[config.mk]
export PLATFORM = sky130hd
export DESIGN_NAME = sap_framer
export DESIGN_NICKNAME = d
export VERILOG_FILES = /design/src/rtl/sap_framer.sv
export SDC_FILE = /design/constraint.sdc
export NUM_CORES = 1
export LEC_CHECK = 0
export ABC_AREA = 1
export ABC_CLOCK_PERIOD_IN_PS = 2800
export BUFFER_PORTS_ARGS = -buffer_cell sky130_fd_sc_hd__buf_2
export CORE_MARGIN = 2
export CORE_UTILIZATION = 35
export DETAILED_ROUTE_END_ITERATION = 16
export PLACE_DENSITY = 0.52
export SLEW_MARGIN = 20
export SYNTH_ARGS = -nofsm -noshare
export SYNTH_HDL_FRONTEND = slang
export SYNTH_SLANG_ARGS = --single-unit
[constraint.sdc]
create_clock -name clk -period 2.8 [get_ports clk]
set_input_delay 0.14 -clock clk [delete_from_list [all_inputs] [get_ports clk]]
set_output_delay 0.14 -clock clk [all_outputs]
set_load 0.02 [all_outputs]
[src/rtl/sap_framer.sv]
module sap_framer #(
  parameter int W = 16
) (
  input  logic         clk,
  input  logic         rst_n,
  input  logic         en,
  input  logic [1:0]   fmt,
  input  logic         mono,
  input  logic         st_int,
  input  logic         st_cen,
  input  logic         st_pen,
  input  logic         st_ovr,
  input  logic [W-1:0] adc_l,
  input  logic [W-1:0] adc_r,
  input  logic         half_tick,
  input  logic         sdin,
  output logic         sclk,
  output logic         fsync,
  output logic         sdout,
  output logic [W-1:0] dac_l,
  output logic [W-1:0] dac_r,
  output logic         dac_vld
);
  localparam int LW   = $clog2(W);
  localparam int SLOT = 4 * W;
  localparam int CW   = $clog2(SLOT);
  localparam logic [CW-1:0] LAST = CW'(SLOT - 1);
  localparam logic [LW-1:0] TOP  = LW'(W - 1);
  localparam logic [LW-1:0] MID  = LW'(W / 2);

  logic          ph;
  logic [CW-1:0] cnt;
  logic [1:0]    fmt_q;
  logic          mono_q;
  logic [W-1:0]  cap_l, cap_r, rx_l, rx_r;
  logic [3:0]    stat_q;
  logic          fsync_q, sdout_q;
  logic          tx_bit, tx_fs;

  wire [1:0]    slot  = cnt[CW-1:LW];
  wire [LW-1:0] lo    = cnt[LW-1:0];
  wire          pulse = (fmt_q[1] == fmt_q[0]);
  wire [1:0]    rslot = (fmt_q == 2'b01) ? 2'd2 : 2'd1;
  wire          gate  = !(fmt_q == 2'b10 && slot[1]);
  wire          last_r = (slot == rslot) && (lo == TOP);

  assign sclk  = ph & gate;
  assign fsync = fsync_q;
  assign sdout = sdout_q;

  always_comb begin
    tx_bit = 1'b0;
    if (slot == 2'd0)
      tx_bit = cap_l[TOP - lo];
    else if (slot == rslot)
      tx_bit = cap_r[TOP - lo];
    else if (pulse && slot == 2'd2 && lo == MID)
      tx_bit = stat_q[3];
    else if (pulse && slot == 2'd3) begin
      case (lo)
        LW'(0):  tx_bit = stat_q[2];
        LW'(1):  tx_bit = stat_q[1];
        LW'(2):  tx_bit = stat_q[0];
        default: tx_bit = 1'b0;
      endcase
    end
  end

  always_comb begin
    case (fmt_q)
      2'b01:   tx_fs = !slot[1];
      2'b10:   tx_fs = (slot == 2'd0);
      default: tx_fs = 1'b0;
    endcase
  end

  always_ff @(posedge clk or negedge rst_n) begin
    if (!rst_n) begin
      ph <= 1'b0; cnt <= LAST; fmt_q <= 2'b00; mono_q <= 1'b0;
      cap_l <= '0; cap_r <= '0; stat_q <= '0; rx_l <= '0; rx_r <= '0;
      fsync_q <= 1'b0; sdout_q <= 1'b0;
      dac_l <= '0; dac_r <= '0; dac_vld <= 1'b0;
    end else if (!en) begin
      ph <= 1'b0; cnt <= LAST;
      fsync_q <= 1'b0; sdout_q <= 1'b0; dac_vld <= 1'b0;
    end else begin
      dac_vld <= 1'b0;
      if (half_tick) begin
        if (!ph) begin
          ph <= 1'b1;
          if (cnt == LAST) begin
            fmt_q   <= fmt;
            mono_q  <= mono;
            cap_l   <= adc_l;
            cap_r   <= mono ? '0 : adc_r;
            stat_q  <= {st_int, st_cen, st_pen, st_ovr};
            sdout_q <= 1'b0;
            fsync_q <= (fmt[1] == fmt[0]);
          end else begin
            sdout_q <= tx_bit;
            fsync_q <= tx_fs;
          end
        end else begin
          ph  <= 1'b0;
          cnt <= cnt + 1'b1;
          if (slot == 2'd0)
            rx_l <= {rx_l[W-2:0], sdin};
          if (slot == rslot)
            rx_r <= {rx_r[W-2:0], sdin};
          if (last_r) begin
            dac_vld <= 1'b1;
            dac_l   <= rx_l;
            dac_r   <= mono_q ? rx_l : {rx_r[W-2:0], sdin};
          end
        end
      end
    end
  end


  idle_low_chk: assert property (@(posedge clk) disable iff (!rst_n)
    !en |=> (!sclk && !fsync && !sdout));


  tx_hold_chk: assert property (@(posedge clk) disable iff (!rst_n)
    (en && half_tick && ph) |=> ($stable(sdout) && $stable(fsync)));


  rx_on_fall_chk: assert property (@(posedge clk) disable iff (!rst_n)
    dac_vld |-> !sclk);


  vld_single_chk: assert property (@(posedge clk) disable iff (!rst_n)
    dac_vld |=> !dac_vld);


  mono_copy_chk: assert property (@(posedge clk) disable iff (!rst_n)
    (dac_vld && mono_q) |-> (dac_l == dac_r));
endmodule

==> results of run 1 <==
-- flip-flops by register name (all words and copies together), names as in the netlist, 2 cells and up --
register,cells
dac_l,16
cnt,6
dac_r,16
stat_q,4
cap_r,16
rx_r,15
fmt_q,2
cap_l,16
rx_l,16
-- layout by cell type (no fill, tap or decap), types with 2 or more instances in the layout --
cell	synthesis	final
ha_1	7	7
dfstp_2	6	6
clkbuf_16	0	9
nor2_2	2	2
clkinvlp_4	0	2
nand3_1	38	38
nor2_1	10	10
clkinv_1	2	2
nand2_1	232	232
buf_4	1	11
dfrtp_1	106	106
nor3_4	2	2
inv_1	45	45
o21ai_2	9	9
clkinv_2	1	2
inv_2	2	2
dlygate4sd3_1	0	18
a21oi_1	10	10
buf_2	3	78
o21ai_0	81	81
-- power breakdown --
part,switching [mW],internal [mW],leakage [nW],total (mW)
logic,0.943,0.573,1.54,1.52
registers,0.322,2.04,1.49,2.36
clock network,0.609,0.722,0.145,1.33
total,1.87,3.33,3.18,5.21
-- how the worst max path moves through the flow --
stage | startpoint | end | slack [ns] | depth (start not counted)
floorplan | cnt[5]$_DFFE_PN1P_ | dac_l[0]$_DFFE_PN0P_ | 0.80 | 10
global placement | cnt[1]$_DFFE_PN1P_ | cap_r[3]$_DFFE_PN0P_ | 0.44 | 8
detailed placement | cnt[1]$_DFFE_PN1P_ | cap_r[4]$_DFFE_PN0P_ | 0.38 | 8
CTS | cnt[1]$_DFFE_PN1P_ | cap_r[4]$_DFFE_PN0P_ | 0.37 | 8
global route | cnt[1]$_DFFE_PN1P_ | cap_r[4]$_DFFE_PN0P_ | 0.23 | 8
finish | cnt[1]$_DFFE_PN1P_ | cap_r[4]$_DFFE_PN0P_ | 0.42 | 8
-- logic make-up after synthesis --
kind of cell	share of synthesized area (%)
buffers and inverters	6.33
XOR/XNOR	0.176
adder cells (fa/ha/maj)	1.76
flip-flops	56.4
AO/OA/AOI/OAI	11.2
multiplexers	0.226
AND/OR/NAND/NOR	24.0
-- worst register-to-register path, cell delays in order (launching register included) --
cell     delay (ns)
dfstp_2        0.69
ha_1           0.23
nand2_2        0.09
nor3_4         0.14
inv_2          0.08
nor2_8         0.10
inv_4          0.14
or2_1          0.56
o21ai_0        0.28
-- final cells by class --
class                   instances  area share [%]
clock buffers                  10            3.94
flip-flops and latches        112            46.3
inverters                      51            3.22
repair buffers                108            11.1
clock inverters                 6            1.11
multi-input cells             402            30.6
well taps                     180            3.71
-- layer usage --
layer	global-route usage [%]	vias up
met5	0	-
met3	3.60	14
met2	28.2	72
met1	21.4	1859
met4	5.47	0
li1	-	2061
-- synthesized netlist by cell type (2+ instances only) --
| master | n |
|---|---|
| dfstp_2 | 6 |
| o21ai_0 | 81 |
| nand3_1 | 38 |
| dfrtp_1 | 106 |
| nor2_1 | 10 |
| nor2_2 | 2 |
| clkbuf_1 | 20 |
| nor3_4 | 2 |
| buf_2 | 3 |
| clkinv_1 | 2 |
| nand2_1 | 232 |
| inv_2 | 2 |
| o21ai_2 | 9 |
| inv_1 | 45 |
| ha_1 | 7 |
| buf_1 | 3 |
| a21oi_1 | 10 |
-- repair_timing --
item	in CTS	in global routing
buffers inserted	0	0
hold buffers	18	0
hold endpoints to repair	58	0
-- through the flow --
step                      utilization [%]  setup slack [ns]  instances
after floorplan                         -             0.804        593
after global placement               40.2             0.444        835
after CTS                            43.7             0.374        869
after detailed placement             40.2             0.384        835
final                                43.7             0.421        869
after global routing                 43.7             0.227        869
==> flow_summary.json, run 1 <==
{
  "status": "complete, no violations",
  "placedInstanceArea_um2": 5580,
  "cts_tree": "yes",
  "synthCells": 593,
  "cp_max_fo": 37,
  "portBuffers": 79,
  "min_from": "adc_r[12]",
  "rsz0062_at_grt": "no",
  "setup_tns_ns": 0,
  "r2r_slack_ns": 0.42,
  "max_stage_delay_ns": 0.69,
  "synth_area_leaders": "dfrtp_1 53%, nand2_1 17%, o21ai_0 8.1%, nand3_1 3.8%, inv_1 3.4%",
  "relSlewSlack_pct": 43.1,
  "slowest_stage": "dfstp_2",
  "final_layout_size_suffix_gt1_share_pct": 19.2,
  "clockRootBuffer": "clkbuf_16",
  "cp.required_ns": 3.06,
  "grt_max_degree": 64,
  "worst-path-buf-inv": 2,
  "finalCritPeriodShare_pct": 85.0,
  "clk-insertion-delay-late_ns": 0.36,
  "antenna_found_initial": 0,
  "synth_cell_types": 32,
  "die_w_um": 123,
  "grt_pass1_wl_um": 19500,
  "synth-edff-count": 0,
  "ios": 80,
  "powerDensity_nw_per_um2": 858,
  "hold_class": "in -> reg",
  "drt-met1-wl_um": 5360,
  "start_kind": "flip-flop",
  "leakage_nw": 3.18,
  "netlist_area_um2": 4980,
  "end_kind": "flip-flop",
  "drv_slew": 0,
  "seq_area_um2": 2810,
  "fmax_mhz": 420,
  "path_clk_slew_ns": 0.07,
  "routedWlPerCell_um": 13.5,
  "multi_input_comb_area_um2": 1860,
  "grtUsageTotal_pct": 16.7,
  "synth.avg_cell_area_um2": 8.40,
  "cts_htree_levels": 3,
  "vias_per_cell": 4.61,
  "drc": 0,
  "dieArea_um2": 15200,
  "n_antenna_cell": 0,
  "synth_nets": 644,
  "final_nets": 735,
  "async_reset_ff_share_pct": 100,
  "clock_skew_ns": 0.00819,
  "synth_ff_type": "dfrtp_1",
  "synth-seq-cells": 112,
  "cp.arrival_ns": 2.64,
  "dr.max_layer_used": "met4",
  "cts-resized-gates": 0,
  "r2r.worst_path.cells": 8,
  "ir_drop_uv": 339,
  "area_growth_pct": 21.8,
  "r2r_start": "cnt[1]$_DFFE_PN1P_",
  "hpwl_um": 8130,
  "path_delay_family": "simple AND/OR/NAND/NOR gates",
  "clkSinkCount": 112,
  "initial_utilization_pct": 35.9,
  "num-fill-cells": 1439,
  "cts_made_buffers": 9,
  "min_to": "cap_r[12]$_DFFE_PN0P_",
  "core_um2": 13900,
  "setup_violations": 0,
  "routed_wl_um": 11800,
  "met3_length_um": 406,
  "drt.antenna.violating_nets": 0,
  "fin_crit_ns": 2.38,
  "yosysWarnings": 0,
  "criticalPathCategory": "reg -> reg",
  "hold_ws_ns": 0.0188,
  "yosysTopAreaCellShare_pct": 53.2,
  "wl_met2_um": 5830,
  "place.gp.congestion": 0.837,
  "initialDrtViolationCount": 189,
  "crit_chain": "ha_1 -> nand2_2 -> nor3_4 -> inv_2 -> nor2_8 -> inv_4 -> or2_1 -> o21ai_0",
  "total_power_mw": 5.21,
  "vias": 4006,
  "final_area_um2": 6070,
  "grt_pass1_vias": 3965,
  "rr_endpoint": "cap_r[4]$_DFFE_PN0P_",
  "clk_path_buf_depth": 2,
  "synth.largest_area_cell": "dfrtp_1",
  "yosysSeqAreaShare_pct": 56.4,
  "hold_viol": 0,
  "dieHeight_um": 123,
  "first_pass_iters": 4,
  "hold_depth": 3,
  "fp-row-count": 43,
  "grt_overflow_total": 0,
  "worstMarginPinSlew_ns": 0.852,
  "drv_cap": 0
}
(Power assumes the default switching activity.)
==> run 2, diff against run 1 <==
Settings changed: ABC_CLOCK_PERIOD_IN_PS 2800 to 2100, PLACE_DENSITY 0.52 to 0.54.
Clock period 2.8 ns to 2.1 ns, I/O delays scaled along.
==> run 2 against run 1 <==
  * Clock power up 19%
  * Non-clock buffer count up 25
  * Sequential share of layout area down 1.5 points
  * Register-to-register slack worse by 0.17 ns
  * Clock-buffer cell count up 1
  * Core utilization up 1.4 points
  * Global-route usage down 0.059 points
  * Combinational power up 42%
  * Fmax up 29%
  * First-iteration DRC count up 43%
  * Worst setup slack worse by 0.17 ns
  * Critical endpoint is now dac_l[4]$_DFFE_PN0P_
  * Largest cell class unchanged
  * Highest routed layer unchanged
==> flow_summary.json, run 2 (synthesized netlist as in run 1, its figures left out) <==
{
  "status": "complete, no violations",
  "hpwl_um": 8140,
  "multi_input_comb_area_um2": 1860,
  "ir_drop_uv": 577,
  "worstMarginPinSlew_ns": 0.500,
  "vias": 4087,
  "utilization_pct": 45.2,
  "routedWlPerCell_um": 13.0,
  "end_kind": "flip-flop",
  "rr_endpoint": "dac_l[4]$_DFFE_PN0P_",
  "dieArea_um2": 15200,
  "total_power_mw": 6.81,
  "placedInstanceArea_um2": 5630,
  "cp_max_fo": 63,
  "portBuffers": 79,
  "layout_common_cells": "232 x nand2_1, 106 x dfrtp_1, 81 x o21ai_0",
  "criticalPathCategory": "reg -> reg",
  "cts_tree": "yes",
  "fmax_mhz": 542,
  "rsz0062_at_grt": "no",
  "powerDensity_nw_per_um2": 1090,
  "start_kind": "flip-flop",
  "crit_chain": "inv_1 -> ha_1 -> nand2_1 -> nor2_2 -> nand2_1 -> nor2_2 -> inv_4 -> o21ai_0",
  "seq_area_um2": 2810,
  "relSlewSlack_pct": 66.7,
  "endpoint": "dac_l[4]$_DFFE_PN0P_",
  "setup_tns_ns": 0,
  "clkSinkCount": 112,
  "fin_crit_ns": 1.84,
  "core_um2": 13900,
  "slowest_stage": "dfstp_2",
  "final_layout_size_suffix_gt1_share_pct": 19.2,
  "cts_htree_levels": 3,
  "dp.cells": 841,
  "clockRootBuffer": "clkbuf_16",
  "drv_slew": 0,
  "r2r.worst_path.cells": 8,
  "grt_overflow_total": 0,
  "clk-insertion-delay-late_ns": 0.35,
  "grt_pass1_vias": 4028,
  "r2r_slack_ns": 0.26,
  "path_clk_slew_ns": 0.07,
  "hold_viol": 0,
  "fp-row-count": 43,
  "routed_wl_um": 11700,
  "cp.required_ns": 2.31,
  "final_common_cell": "nand2_1",
  "final_nets": 760,
  "initialDrtViolationCount": 270,
  "max_stage_delay_ns": 0.53,
  "final_cells": 894,
  "grtUsageTotal_pct": 16.7,
  "place.gp.congestion": 0.834,
  "initial_utilization_pct": 35.9,
  "final_area_um2": 6270,
  "finalCritPeriodShare_pct": 87.8,
  "startpoint": "cnt[5]$_DFFE_PN1P_",
  "leakage_nw": 3.27,
  "num-fill-cells": 1388,
  "r2r_start": "cnt[5]$_DFFE_PN1P_",
  "n_antenna_cell": 0,
  "antenna_found_initial": 0,
  "clk_path_buf_depth": 2,
  "setup_violations": 0,
  "drc": 0,
  "ios": 80,
  "clock_skew_ns": 0.00950,
  "drv_cap": 0,
  "dieHeight_um": 123,
  "drt.antenna.violating_nets": 0,
  "first_pass_iters": 4,
  "grt_max_degree": 75,
  "vias_per_cell": 4.57,
  "cts_made_buffers": 9,
  "cp.arrival_ns": 2.06,
  "area_growth_pct": 25.8,
  "grt_pass1_wl_um": 19700,
  "hold_class": "in -> reg",
  "die_w_um": 123
}
[run 2: changes by cell type in the layout (fill, tap and decap cells not counted), sizes merged]
| cell | previous run | this run |
|---|---|---|
| clkbuf | 10 | 11 |
| dlygate4sd3 | 18 | 37 |
| buf | 90 | 96 |
| bufinv | 1 | 0 |
[run 2: routing by layer]
layer / share of wire (%) / track usage, % / wire [um]
met1: 46 / 21.2 / 5340
met3: 4.3 / 4.84 / 498
met2: 49 / 28.4 / 5740
met5: 0 / 0 / 0
met4: 0.65 / 3.20 / 76
[run 2: where the power goes]
| part | leakage, nW | internal, mW | total (mW) | switching [mW] |
|---|---|---|---|---|
| clock | 0.126 | 0.807 | 1.58 | 0.774 |
| sequential | 1.49 | 2.71 | 3.07 | 0.355 |
| combinational | 1.66 | 0.826 | 2.16 | 1.33 |
| total | 3.27 | 4.35 | 6.81 | 2.46 |
[run 2: worst max-delay path: cells and delay by family (launching register included)]
| kind | cells | cell delay [ns] |
|---|---|---|
| simple gates | 4 | 0.27 |
| flops | 1 | 0.53 |
| compound gates | 1 | 0.17 |
| buf+inv | 2 | 0.44 |
| fa+ha+maj | 1 | 0.29 |
[run 2: worst min-delay path by stage]
stage	slack (ns)	from	endpoint	cells after the start
final	0.02	adc_r[6]	cap_r[6]$_DFFE_PN0P_	3
after global routing	0.01	adc_r[6]	cap_r[6]$_DFFE_PN0P_	3
after CTS	0.005	adc_r[6]	cap_r[6]$_DFFE_PN0P_	3
after detailed placement	-0.08	rst_n	dac_l[11]$_DFFE_PN0P_	1
after global placement	-0.08	rst_n	dac_l[9]$_DFFE_PN0P_	1
after floorplan	-0.19	rst_n	cap_l[0]$_DFFE_PN0P_	0
[run 2: timing repair]
| action | 4_1_cts | 5_1_grt |
|---|---|---|
| hold endpoints to repair | 142 | 0 |
| setup buffers | 0 | 0 |
| setup endpoints to repair | 12 | 2 |
| hold buffers | 37 | 0 |
| gates resized for setup | 2 | 1 |
[run 2: stage by stage]
step                      hold WS (ns)  setup WS, ns
after floorplan                 -0.191         0.104
after global placement         -0.0760        0.0498
after detailed placement       -0.0751       -0.0260
after CTS                      0.00487        0.0944
after global routing            0.0122        0.0388
final                           0.0165         0.256
[run 2: final cells by class]
| class | instances | share of cell area [%] |
|---|---|---|
| Clock inverter | 5 | 0.539 |
| Sequential cell | 112 | 44.8 |
| Multi-Input combinational cell | 402 | 29.7 |
| Inverter | 51 | 3.15 |
| Tap cell | 180 | 3.59 |
| Clock buffer | 11 | 3.71 |
| Timing Repair Buffer | 133 | 14.5 |
